`src/rtl/vr_slot_select.sv`:
```
module vr_slot_select #(
  parameter int WAYS       = 4,
  parameter int ADDR_W     = 32,
  parameter int TILE_W     = 4,
  parameter int LOCAL_TILE = 3,
  localparam int WW        = $clog2(WAYS)
) (
  input  logic              clk,
  input  logic              rst_n,
  input  logic              ev_valid,
  input  logic [ADDR_W-1:0] ev_addr,
  input  logic              ev_dirty,
  input  logic [TILE_W-1:0] ev_home,
  input  logic [WAYS-1:0]   way_valid,
  input  logic [WAYS-1:0]   way_replica,
  input  logic [WAYS-1:0]   way_shared,
  input  logic              lk_valid,
  input  logic [WAYS-1:0]   lk_hit,
  output logic              ins_valid,
  output logic [WW-1:0]     ins_way,
  output logic [ADDR_W-1:0] ins_addr,
  output logic              ins_replica,
  output logic              ins_dirty,
  output logic              wb_req,
  output logic [ADDR_W-1:0] wb_addr,
  output logic              dir_req,
  output logic [ADDR_W-1:0] dir_addr,
  output logic [TILE_W-1:0] dir_home,
  output logic              rep_hit,
  output logic [WW-1:0]     rep_way,
  output logic              home_req
);

  logic [WAYS-1:0] free_inv, free_glb, free_rep, rep_match;
  logic [WW-1:0]   inv_way, glb_way, old_way, pick_way, hit_way;
  logic            pick_ok, is_local, hit_rep;

  assign free_inv  = ~way_valid;
  assign free_glb  = way_valid & ~way_replica & ~way_shared;
  assign free_rep  = way_valid & way_replica;
  assign rep_match = lk_hit & way_valid & way_replica;
  assign is_local  = (ev_home == TILE_W'(LOCAL_TILE));
  assign hit_rep   = |rep_match;

  always_comb begin
    inv_way = '0;
    glb_way = '0;
    old_way = '0;
    hit_way = '0;
    for (int i = WAYS - 1; i >= 0; i--) begin
      if (free_inv[i])  inv_way = WW'(i);
      if (free_glb[i])  glb_way = WW'(i);
      if (free_rep[i])  old_way = WW'(i);
      if (rep_match[i]) hit_way = WW'(i);
    end
  end

  always_comb begin
    pick_ok  = 1'b1;
    pick_way = '0;
    if (|free_inv)      pick_way = inv_way;
    else if (|free_glb) pick_way = glb_way;
    else if (|free_rep) pick_way = old_way;
    else                pick_ok  = 1'b0;
    if (is_local)       pick_ok  = 1'b0;
  end

  assign ins_replica = 1'b1;
  assign ins_dirty   = 1'b0;

  always_ff @(posedge clk) begin
    if (!rst_n) begin
      ins_valid <= 1'b0;
      ins_way   <= '0;
      ins_addr  <= '0;
      wb_req    <= 1'b0;
      wb_addr   <= '0;
      dir_req   <= 1'b0;
      dir_addr  <= '0;
      dir_home  <= '0;
      rep_hit   <= 1'b0;
      rep_way   <= '0;
      home_req  <= 1'b0;
    end else begin
      ins_valid <= ev_valid && pick_ok;
      ins_way   <= pick_way;
      ins_addr  <= ev_addr;
      wb_req    <= ev_valid && ev_dirty;
      wb_addr   <= ev_addr;
      dir_req   <= ev_valid;
      dir_addr  <= ev_addr;
      dir_home  <= ev_home;
      rep_hit   <= lk_valid && hit_rep;
      rep_way   <= hit_way;
      home_req  <= lk_valid && !hit_rep;
    end
  end

endmodule

```
`config.mk`:
```
export PLATFORM = sky130hd
export DESIGN_NAME = vr_slot_select
export DESIGN_NICKNAME = d
export VERILOG_FILES = /design/src/rtl/vr_slot_select.sv
export SDC_FILE = /design/constraint.sdc
export NUM_CORES = 1
export LEC_CHECK = 0
export CAP_MARGIN = 10
export CORE_MARGIN = 3
export CORE_UTILIZATION = 34
export DETAILED_ROUTE_END_ITERATION = 10
export PLACE_DENSITY = 0.87
export SYNTH_ARGS = -nofsm -noshare
export SYNTH_HDL_FRONTEND = slang
export SYNTH_SLANG_ARGS = --single-unit
```
`constraint.sdc`:
```
create_clock -name clk -period 2.2 [get_ports clk]
set_clock_uncertainty 0.2 [all_clocks]
set_input_delay 0.44 -clock clk [delete_from_list [all_inputs] [get_ports clk]]
set_output_delay 0.44 -clock clk [all_outputs]
set_load 0.05 [all_outputs]
```
### Yosys cells after proc, flatten, opt, wreduce, memory -nomap -nowiden

Cells that the tools add are included.

| word-level totals | value |
|---|---|
| register bits | 45 |
| word-level logic and storage cells | 53 |
| ROM bits | 0 |
| latch bits | 0 |
| bits in writable memories | 0 |
| memories kept | 0 |
| input port bits | 57 |
| output and inout bits | 111 |

| cells by class | value |
|---|---|
| $lt $le $gt $ge | 0 |
| muxes and demuxes | 22 |
| add/sub/neg operators | 0 |
| reductions and logical operators | 11 |
| divide/modulo/power cells | 0 |
| multiply operators | 0 |
| shift-type cells | 0 |
| eq/ne operators | 1 |
| bitwise gates (word level) | 9 |

Operators with widths:

| cell | count |
|---|---|
| $mux W2 | 17 |
| $and A4 B4 Y4 | 5 |
| $reduce_or A4 Y1 | 4 |
| $not A4 Y4 | 3 |
| $mux W1 | 5 |
| $eq A4 B2 Y1 const B | 1 |
| $logic_and A1 B1 Y1 | 4 |
| $reduce_or A3 Y1 | 1 |
| $reduce_or A2 Y1 | 1 |
| $logic_not A1 Y1 | 1 |
| $not A1 Y1 | 1 |

### Depth between registers and ports, before layout

Gate-level depths: netlist of the first run.

| depth | value |
|---|---|
| depth after elaboration | 9 |
| mapped depth | 4 |
| mapped depth without buffers | 4 |

### Worst setup path after synthesis of the first run

OpenSTA, ideal clock, no wires.

| timing path | value |
|---|---|
| path type | register to output |
| from | register dir_addr[0] (netlist name) |
| to | output port ins_addr[0] |
| arrival time | 0.914 ns |
| data required time | 1.560 ns |
| cell stages (with the launch flop) | 2 |
| slack | 0.646 ns |
| buffers on the path | 1 |
| cells stage by stage | dfxtp_1 > buf_4 |

RTL lines:

| element | RTL line | source |
|---|---|---|
| end: declaration | 21 | `output logic [ADDR_W-1:0] ins_addr,` |

==> impl_metrics.yaml, run 1 <==
clocking:
  cts_tree: "yes"
  path_clk_slew_ps: 80
  clock-sinks: 45
  cts_resized: 0
  cts_hold_buf: 0
  clock-root-buffer: "clkbuf_8"
  cts_setup_buffers: 0
  cts_buffer_depth: 2
  h-tree-depth: 2
  numCtsBuffers: 5
die:
  dieHeight_um: 80.62
  ios: 168
  dieArea_um2: 6499
  placementRows: 26
  core_um2: 5238
  die_x_um: 80.62
  start_util_pct: 36.14
setup_path:
  critical_path_required_ps: 1560
  crit_path_max_incr_delay_ps: 820
  crit_slowest_cell: "clkdlybuf4s50_1"
  cp-end-kind: "primary output"
  worst-setup-path-type: "flip-flop to primary output"
  critPathLaunchType: "flip-flop"
  path_depth: 1
  critPathArrivalTime_ps: 1490
  crit_chain: "clkdlybuf4s50_1"
  cp_max_fo: 3
  critPathBufInv: 1
  cp_top_family: "buffers and inverters"
synth:
  yosysWarnings: 0
  synth_seq_cells: 45
  syn_nets: 254
  yosysTopAreaCellShare_pct: 47.59
  synth_top_area_cell: "dfxtp_1"
  postSynthAreaPerCell_um2: 9.609
  synth.area.top_cells: "dfxtp_1, buf_4, and2_1, nand2_1, a31oi_1"
  ys_seq_area_share_pct: 47.59
  synth.distinct_cells: 22
  syn_area_um2: 1893
  synthCells: 197
finish:
  fin_util_pct: 62.88
  final_layout_size_suffix_gt1_share_pct: 5.844
  area_delta_synth_final_pct: 73.96
  num_antenna_cells: 0
  finalNonFillerCells: 378
  final_nets: 364
power:
  swShare_pct: 32.97
  p_clk_share_pct: 27.2
  leakage_nw: 1.300
  p_int_mw: 1.520
  combPwrFrac_pct: 33.8
  seqPwrFrac_pct: 39.0
  p_total_mw: 2.268
  power_switching_mw: 0.7477
  ir_worst_vdd_uv: 312.8
  p_per_area_nw_per_um2: 688.6
min_path:
  min_from: "ev_addr[9]"
  hold_path_class: "input pin to flip-flop"
  min_path_cells: 2
  min_to: "dir_addr[9]"
route:
  wl_met1_um: 1665
  ant_nets: 0
  routed_wl_um: 5029
  drtPass1Iterations: 4
  vias: 1602
  detail_route.vias_per_cell: 4.238
  wl_met2_um: 2894
  wire_per_inst_um: 13.30
  drt-initial-drc-count: 38
  top_layer_used: "met4"
  wl_met3_um: 409
  drc_errors: 0
placed_design:
  finalWeightedCongestion: 0.7633
  io_buffers: 165
  hpwlAfterDp_um: 4363
  pre_cts_slack_ps: 87.07
  place_inst: 370
sta:
  fin_setup_tns_ps: 0
  maxSlewHeadroom_pct: 64.52
  setup_viol: 0
  drv_slew: 0
  finalHoldViolCount: 0
  fin_crit_sh_pct: 96.70
  worstMarginPinSlew_ps: 530.5
  setup_slack_ps: 72.59
  rsz0062_at_grt: "false"
  fmax_mhz: 470.1
  fin_crit_ps: 2127
global_routing:
  grt_use_total_pct: 14.85
  antenna_found_initial: 0
  grt_pass1_vias: 1523
  grt_max_degree: 18
  grt_overflow: 0
  grt_pass1_wl_um: 7396
run_status:
  status: "completed"
flow_run:
  maxCapViolCount: 0
==> layout by cell type, fill, tap and decap left out <==
| cell | count |
|---|---|
| nand2_1 | 8 |
| clkbuf_8 | 6 |
| nor2_1 | 3 |
| nand4_1 | 2 |
| a21oi_1 | 3 |
| o31ai_1 | 1 |
| nand3_1 | 5 |
| clkdlybuf4s50_1 | 163 |
| and2_1 | 38 |
| inv_1 | 2 |
| nor3b_1 | 2 |
| buf_4 | 10 |
| nor3_1 | 1 |
| and3b_2 | 1 |
| dfxtp_1 | 45 |
| a31oi_1 | 4 |
| a22oi_1 | 1 |
| o21ai_0 | 2 |
| conb_1 | 2 |
| clkbuf_1 | 1 |
| bufinv_16 | 1 |
| a32o_1 | 1 |
| nand2b_1 | 1 |
| and3_1 | 3 |
| a221o_1 | 2 |
==> area by class of cell <==
cell class                 count  area (um^2)
inverter                       2        7.507
tap                           70        87.58
timing repair buffer         173         1707
multi-input combinational     80        474.2
fill                         430         1944
clock inverter                 1        30.03
sequential                    45        900.9
clock buffer                   7        86.33
==> cell usage after synthesis, drive strengths merged <==
master	instances
o31ai	1
and3b	1
a22oi	1
nand3	5
o21ai	2
a31oi	4
and2	38
nor3	1
a221o	2
nor3b	2
nor2	3
nand2	8
nand2b	1
clkbuf	4
conb	2
buf	66
a21oi	3
and3	3
inv	2
a32o	1
dfxtp	45
nand4	2
==> state kept, by name, summed over array words and instances (netlist names), 2 cells and up <==
| signal | count |
|---|---|
| dir_addr | 32 |
| dir_home | 4 |
| rep_way | 2 |
| ins_way | 2 |
==> logic make-up (layout without fill, tap and decap cells) <==
group / after synthesis / in the layout / share of synthesized area (%)
other: 2 / 2 / 0.3967
AO/OA/AOI/OAI: 14 / 14 / 5.023
AND/OR/NAND/NOR: 64 / 64 / 19.63
flip-flops: 45 / 45 / 47.59
buffers and inverters: 72 / 183 / 27.36
==> metrics by stage <==
stage	instance area [um^2]	hold WS (ps)
after global routing	3293	509.3
final	3293	529.1
after detailed placement	3177	710.4
after CTS	3293	518.2
after floorplan	1893	338.7
after global placement	3177	708.3
==> power groups by stage <==
stage	logic (mW)	clock network [mW]	registers [mW]
4_1_cts	0.771	0.636	0.885
3_5_place_dp	0.771	0	0.905
2_1_floorplan	0.373	0	1.05
6_report	0.766	0.618	0.884
3_3_place_gp	0.763	0	0.901
5_1_grt	0.794	0.675	0.891
==> how the worst max path moves through the flow <==
stage,to,startpoint
CTS,wb_addr[23],dir_addr[23]
detailed placement,ins_way[1],way_valid[2]
global route,wb_addr[11],dir_addr[11]
floorplan,ins_addr[0],dir_addr[0]
global placement,ins_way[1],way_replica[2]
finish,wb_addr[23],dir_addr[23]
==> routing by layer <==
metal / GRT usage [%] / vias up
li1: - / 781
met1: 14.23 / 728
met2: 30.13 / 89
met3: 3.475 / 4
met4: 5.068 / 0
met5: 0 / -
No activity file was read; power rests on OpenSTA's default activity.
==> run 2, diff against run 1 <==
--- a/config.mk
+++ b/config.mk
@@ -9,6 +9,7 @@
 export CORE_MARGIN = 3
 export CORE_UTILIZATION = 34
 export DETAILED_ROUTE_END_ITERATION = 10
+export GPL_TIMING_DRIVEN = 1
 export PLACE_DENSITY = 0.87
 export SYNTH_ARGS = -nofsm -noshare
 export SYNTH_HDL_FRONTEND = slang
==> results of run 2 <==
No change in the layout: final DEF, timing and power equal those of run 1.
